### config.mk
export PLATFORM = sky130hd
export DESIGN_NAME = etm_long_mul
export DESIGN_NICKNAME = d
export VERILOG_FILES = /design/src/rtl/etm_pkg.sv /design/src/rtl/etm_classify.sv /design/src/rtl/etm_pp.sv /design/src/rtl/etm_addc.sv /design/src/rtl/etm_long_mul.sv
export SDC_FILE = /design/constraint.sdc
export NUM_CORES = 2
export LEC_CHECK = 0
export ABC_CLOCK_PERIOD_IN_PS = 8900
export CORE_ASPECT_RATIO = 1.1
export CORE_MARGIN = 2
export CORE_UTILIZATION = 40
export CTS_BUF_LIST = sky130_fd_sc_hd__clkbuf_8
export CTS_CLUSTER_DIAMETER = 80
export DETAILED_ROUTE_END_ITERATION = 8
export GPL_TIMING_DRIVEN = 0
export HOLD_SLACK_MARGIN = 0.06
export PLACE_DENSITY = 0.64
export SYNTH_ARGS = -nofsm -noshare
export SYNTH_HDL_FRONTEND = slang
export SYNTH_SLANG_ARGS = --single-unit
### constraint.sdc
create_clock -name clk -period 8.9 [get_ports clk]
set_clock_uncertainty 0.15 [all_clocks]
set_input_delay 1.335 -clock clk [delete_from_list [all_inputs] [get_ports clk]]
set_output_delay 1.335 -clock clk [all_outputs]
set_load 0.02 [all_outputs]
### src/rtl/etm_pkg.sv
package etm_pkg;
  typedef enum logic [2:0] {
    ST_IDLE,
    ST_SETUP,
    ST_PP_LO,
    ST_PP_HI,
    ST_FIN,
    ST_NEGH,
    ST_ACC_LO,
    ST_ACC_HI
  } etm_state_e;
endpackage

### src/rtl/etm_classify.sv
module etm_classify #(
  parameter int DW = 32,
  localparam int SW = DW / 2
) (
  input  logic [DW-1:0] a,
  input  logic [DW-1:0] b,
  input  logic          sgn,
  output logic [DW-1:0] mag_x,
  output logic [DW-1:0] mag_y,
  output logic          wide,
  output logic          neg
);
  logic          a_neg, b_neg, a_nz, b_nz, a_nar, b_nar;
  logic [DW-1:0] mag_a, mag_b;
  logic [DW-SW:0] a_top, b_top;

  assign a_neg = sgn & a[DW-1];
  assign b_neg = sgn & b[DW-1];
  assign mag_a = a_neg ? (~a + 1'b1) : a;
  assign mag_b = b_neg ? (~b + 1'b1) : b;
  assign a_nz  = |a;
  assign b_nz  = |b;

  // Top bits including the slice sign bit, for the signed narrow test.
  assign a_top = a[DW-1:SW-1];
  assign b_top = b[DW-1:SW-1];
  assign a_nar = sgn ? ((&a_top) | ~(|a_top)) : ~(|a[DW-1:SW]);
  assign b_nar = sgn ? ((&b_top) | ~(|b_top)) : ~(|b[DW-1:SW]);

  // Narrow operand goes to the sliced position so one pass suffices.
  always_comb begin
    if (!b_nar && a_nar) begin
      mag_x = mag_b;
      mag_y = mag_a;
    end else begin
      mag_x = mag_a;
      mag_y = mag_b;
    end
  end

  assign wide = ~a_nar & ~b_nar & a_nz & b_nz;
  assign neg  = (a_neg ^ b_neg) & a_nz & b_nz;
endmodule

### src/rtl/etm_pp.sv
module etm_pp #(
  parameter int DW = 32,
  parameter int SW = 16
) (
  input  logic [DW-1:0]    x,
  input  logic [SW-1:0]    s,
  output logic [DW+SW-1:0] p
);
  assign p = {{SW{1'b0}}, x} * {{DW{1'b0}}, s};
endmodule

### src/rtl/etm_addc.sv
module etm_addc #(
  parameter int DW = 32
) (
  input  logic [DW-1:0] a,
  input  logic [DW-1:0] b,
  input  logic          cin,
  output logic [DW-1:0] sum,
  output logic          cout
);
  logic [DW:0] full;
  assign full = {1'b0, a} + {1'b0, b} + {{DW{1'b0}}, cin};
  assign sum  = full[DW-1:0];
  assign cout = full[DW];
endmodule

### src/rtl/etm_long_mul.sv
module etm_long_mul
  import etm_pkg::*;
#(
  parameter int DW = 32,
  localparam int SW = DW / 2,
  localparam int PW = 2 * DW,
  localparam int XW = PW - DW - SW,
  localparam int MAXLAT = 7
) (
  input  logic          clk,
  input  logic          rst,
  input  logic          start,
  input  logic [DW-1:0] op_a,
  input  logic [DW-1:0] op_b,
  input  logic          is_signed,
  input  logic          do_acc,
  input  logic [PW-1:0] addend,
  output logic [PW-1:0] result,
  output logic          done
);
  etm_state_e    state;
  logic [DW-1:0] op_a_q, op_b_q, mag_x_q, mag_y_q;
  logic          sgn_q, acc_q, wide_q, neg_q, carry_q;
  logic [PW-1:0] add_q, prod_q;
  logic [3:0]    cyc_q;

  logic [DW-1:0]    c_mag_x, c_mag_y;
  logic             c_wide, c_neg;
  logic [SW-1:0]    slice;
  logic [DW+SW-1:0] pp;
  logic [DW-1:0]    ad_a, ad_b, ad_sum;
  logic             ad_cin, ad_cout;
  logic [PW-1:0]    nxt_prod;
  logic             last;
  etm_state_e       nxt_state;

  etm_classify #(.DW(DW)) u_cls (
    .a(op_a_q), .b(op_b_q), .sgn(sgn_q),
    .mag_x(c_mag_x), .mag_y(c_mag_y), .wide(c_wide), .neg(c_neg)
  );

  assign slice = (state == ST_PP_HI) ? mag_y_q[DW-1:SW] : mag_y_q[SW-1:0];

  etm_pp #(.DW(DW), .SW(SW)) u_pp (.x(mag_x_q), .s(slice), .p(pp));

  etm_addc #(.DW(DW)) u_add (
    .a(ad_a), .b(ad_b), .cin(ad_cin), .sum(ad_sum), .cout(ad_cout)
  );

  // Shared 32-bit adder: sign fix and accumulate, one word per cycle.
  always_comb begin
    ad_a      = '0;
    ad_b      = '0;
    ad_cin    = 1'b0;
    nxt_prod  = prod_q;
    last      = 1'b0;
    nxt_state = ST_IDLE;
    case (state)
      ST_FIN: begin
        ad_a      = neg_q ? ~prod_q[DW-1:0] : prod_q[DW-1:0];
        ad_cin    = neg_q;
        nxt_prod  = {prod_q[PW-1:DW], ad_sum};
        last      = !neg_q && !acc_q;
        nxt_state = neg_q ? ST_NEGH : ST_ACC_LO;
      end
      ST_NEGH: begin
        ad_a      = ~prod_q[PW-1:DW];
        ad_cin    = carry_q;
        nxt_prod  = {ad_sum, prod_q[DW-1:0]};
        last      = !acc_q;
        nxt_state = ST_ACC_LO;
      end
      ST_ACC_LO: begin
        ad_a      = prod_q[DW-1:0];
        ad_b      = add_q[DW-1:0];
        nxt_prod  = {prod_q[PW-1:DW], ad_sum};
        last      = ~(|add_q[PW-1:DW]) & ~ad_cout;
        nxt_state = ST_ACC_HI;
      end
      ST_ACC_HI: begin
        ad_a      = prod_q[PW-1:DW];
        ad_b      = add_q[PW-1:DW];
        ad_cin    = carry_q;
        nxt_prod  = {ad_sum, prod_q[DW-1:0]};
        last      = 1'b1;
      end
      default: ;
    endcase
  end

  always_ff @(posedge clk) begin
    if (rst) begin
      state   <= ST_IDLE;
      op_a_q  <= '0;
      op_b_q  <= '0;
      sgn_q   <= 1'b0;
      acc_q   <= 1'b0;
      add_q   <= '0;
      mag_x_q <= '0;
      mag_y_q <= '0;
      wide_q  <= 1'b0;
      neg_q   <= 1'b0;
      carry_q <= 1'b0;
      prod_q  <= '0;
      result  <= '0;
      done    <= 1'b0;
    end else begin
      done <= 1'b0;
      case (state)
        ST_IDLE: if (start) begin
          op_a_q <= op_a;
          op_b_q <= op_b;
          sgn_q  <= is_signed;
          acc_q  <= do_acc;
          add_q  <= addend;
          state  <= ST_SETUP;
        end
        ST_SETUP: begin
          mag_x_q <= c_mag_x;
          mag_y_q <= c_mag_y;
          wide_q  <= c_wide;
          neg_q   <= c_neg;
          state   <= ST_PP_LO;
        end
        ST_PP_LO: begin
          prod_q <= {{XW{1'b0}}, pp};
          state  <= wide_q ? ST_PP_HI : ST_FIN;
        end
        ST_PP_HI: begin
          prod_q <= prod_q + ({{XW{1'b0}}, pp} << SW);
          state  <= ST_FIN;
        end
        default: begin
          prod_q  <= nxt_prod;
          carry_q <= ad_cout;
          if (last) begin
            result <= nxt_prod;
            done   <= 1'b1;
            state  <= ST_IDLE;
          end else begin
            state <= nxt_state;
          end
        end
      endcase
    end
  end

  always_ff @(posedge clk) begin
    if (rst || state == ST_IDLE) cyc_q <= '0;
    else                         cyc_q <= cyc_q + 1'b1;
  end

  assert_done_pulse_R8: assert property (@(posedge clk) disable iff (rst)
    done |=> !done);
  assert_result_hold_R8: assert property (@(posedge clk) disable iff (rst)
    !done |-> $stable(result));
  assert_busy_ignores_start_R9: assert property (@(posedge clk) disable iff (rst)
    (state != ST_IDLE && start) |=> ($stable(op_a_q) && $stable(op_b_q) && $stable(add_q)));
  assert_zero_skips_second_pass_R6: assert property (@(posedge clk) disable iff (rst)
    (state == ST_PP_HI) |-> (mag_x_q != '0 && mag_y_q != '0));
  assert_negate_only_signed_R2: assert property (@(posedge clk) disable iff (rst)
    (state == ST_NEGH) |-> sgn_q);
  assert_acc_hi_needed_R7: assert property (@(posedge clk) disable iff (rst)
    (state == ST_ACC_HI) |-> (add_q[PW-1:DW] != '0 || carry_q));
  assert_latency_bound_R4: assert property (@(posedge clk) disable iff (rst)
    done |-> (cyc_q >= 4'd3 && cyc_q <= 4'(MAXLAT)));
endmodule

==> reports/metrics.yaml <==
status: "finished with violations"
violations: "setup timing"
synth-seq-cells: 329
numCtsBuffers: 52
ios: 198
fin_crit_sh: 1.03
ys_types: 90
peakVddDrop_mv: 0.118
drt.antenna.violating_nets: 0
critPathLaunch: "state[1]"
synth_top_area_frac: 0.227
cp_max_fo: 10
hpwl_um: 121000
antenna_found_initial: 9
die_area_mm2: 0.0952
area_growth_pct: 20.8
hold_viol: 0
track_usage: 0.317
hp-class: "flip-flop to flip-flop"
layout_common_cells: "nand2_1 (943), inv_1 (510), fa_1 (413)"
synth_area_leaders: "fa_1 (23%), dfxtp_1 (18%), nand2_1 (9.9%), ha_1 (6.7%), inv_1 (5.1%)"
place.gp.congestion: 1.05
grt_pass1_wl_um: 226000
wire_per_inst_um: 24.2
wl_met1_um: 59600
tightestPinTransition_ps: 1350
worst_slack_ps: -301
cts_tree: "yes"
wl_met2_um: 69700
fp.dieW_um: 294
clkSinkCount: 329
synth_nets: 5485
grt_pass1_vias: 35500
worstHoldStart: "add_q[1]"
mostFrequentLayoutCell: "nand2_1"
synth_top_area_cell: "fa_1"
rsz0062_at_grt: "true"
synth_flop_cell: "dfxtp_1"
core_mm2: 0.0922
cts_root_buf: "clkbuf_8"
viasPerCell: 5.80
synth.avg_cell_area_um2: 7.84
crit_path_start_kind: "flip-flop"
arrival_ps: 9560
fmax_mhz: 109
ys_seq_area_frac: 0.178
grt_max_degree: 14
total_power_mw: 7.01
met3_length_um: 13900
r2r-start: "state[1]"
grt-ovfl-total: 0
drt_wl_total_um: 153000
crit_slowest_cell: "fa_1"
cp_data_required_time_ps: 9260
die_y_um: 323
yosysWarnings: 0
port_buffers: 197
start_util: 0.402
timing.hold.ws_ps: 303
cts_hold_repair.buffers: 0
htreeDepth: 2
drv_slew: 0
synth-async-reset-ratio: 0
postLayoutCoreUtil: 0.486
cp-end-kind: "flip-flop"
vias: 36700
layout.nets: 5840
routed.top_layer: "met5"
route.detailed.drc: 0
cpMostUsedCell: "fa_1"
drive_gt1_frac: 0.111
crit_path_max_incr_delay_ps: 590
finalCriticalPeriod_ps: 9200
clk_pin_slew_worst_paths_ps: 70
leakagePower_nw: 19.0
path_class: "flip-flop to flip-flop"
setup_viol: 15
drt_iter0_drc: 3749
cts_max_path_buffers: 3
rows: 117
synth_cells: 4731
slew_headroom: 0.0922
power_density_mw_per_mm2: 156
insertion_delay_ps: 670
firstDrtPassIters: 8
synth_edf_count: 0
syn_area_mm2: 0.0371
max_cap_violations: 0
## sequential cells by signal, summed over array words and instances (netlist names)
register  flops
add_q        64
prod_q       64
result       64
mag_x_q      32
mag_y_q      32
op_a_q       32
op_b_q       32
state         3
acc_q         1
carry_q       1
done          1
neg_q         1
sgn_q         1
wide_q        1
## Yosys cell counts, types with 8 or more instances
cell / count
ha_1: 200
and3_1: 19
a21oi_1: 371
nand4_1: 36
xnor2_1: 93
buf_1: 22
mux2i_1: 59
o21ai_0: 161
nand2b_1: 18
a21o_1: 80
a31oi_1: 15
a311oi_1: 44
o21bai_1: 17
buf_2: 12
nor4_1: 22
xor2_1: 77
o211ai_2: 13
o211ai_1: 60
a21oi_2: 11
a221oi_1: 19
nor2b_1: 22
a211oi_1: 56
dfxtp_1: 329
nand2_1: 983
nor2_1: 263
and2_1: 190
fa_1: 421
o21a_1: 23
nand3_1: 24
a22o_1: 33
nor3_2: 9
clkbuf_1: 264
nor3_1: 40
a22oi_1: 8
o31ai_1: 17
o22ai_1: 44
inv_1: 507
## path summary, 6_finish.rpt
path                     end  slack (ps)  cells after the start
hold reg to reg     add_q[1]         300                      2
hold / removal      add_q[1]         300                      2
setup reg to reg  prod_q[55]        -300                     39
setup / recovery  prod_q[55]        -300                     39
## routing by layer
metal / track usage / vias up
met3: 0.0579 / 516
met1: 0.403 / 17800
li1: - / 16400
met4: 0.175 / 4
met2: 0.507 / 1984
met5: 0 / -
## critical path: cells and delay by family (launching register included)
family | cells | cell delay [ps]
adder cells (fa/ha/maj) | 8 | 3690
AO/OA/AOI/OAI | 9 | 2190
AND/OR/NAND/NOR | 11 | 1180
buffers and inverters | 9 | 1120
XOR/XNOR | 2 | 350
flip-flops | 1 | 340
## area by class of cell
type / instances / area [um^2]
timing repair buffer: 316 / 2970
tap: 1190 / 1490
multi-input combinational: 3587 / 28900
antenna: 7 / 17.5
clock buffer: 66 / 908
fill: 9127 / 47400
buffer: 291 / 1740
clock inverter: 30 / 231
inverter: 509 / 1930
sequential: 329 / 6590
## report_power, final
part / switching (mW) / internal, mW / total, mW
Sequential: 0.455 / 1.72 / 2.17
Combinational: 2.20 / 1.19 / 3.39
Clock: 0.690 / 0.760 / 1.45
## metrics by stage
step / worst slack (ps) / area (um^2) / setup TNS, ps / cells
6_report: -301 / 44800 / -2480 / 6325
5_1_grt: -530 / 44800 / -6640 / 6319
4_1_cts: -118 / 43800 / -528 / 6269
3_5_place_dp: -2710 / 40600 / -52380 / 6118
3_3_place_gp: -2700 / 40600 / -53880 / 6118
2_1_floorplan: -32.7 / 37100 / -32.7 / 4731
## logic make-up after synthesis
family / Yosys count / synth area share
compound gates: 1062 / 0.186
simple gates: 1670 / 0.199
buf+inv: 815 / 0.0849
fa+ha+maj: 621 / 0.295
flops: 329 / 0.178
mux: 63 / 0.0171
xor+xnor: 171 / 0.0408
## repair_timing
action                                  4_1_cts  5_1_grt
pin swaps                                    71       96
buffers inserted                             62       52
endpoints found under the setup margin       38       25
cloned                                        5        1
resized for setup                           373      143
Power figures use the tool's default switching activity.
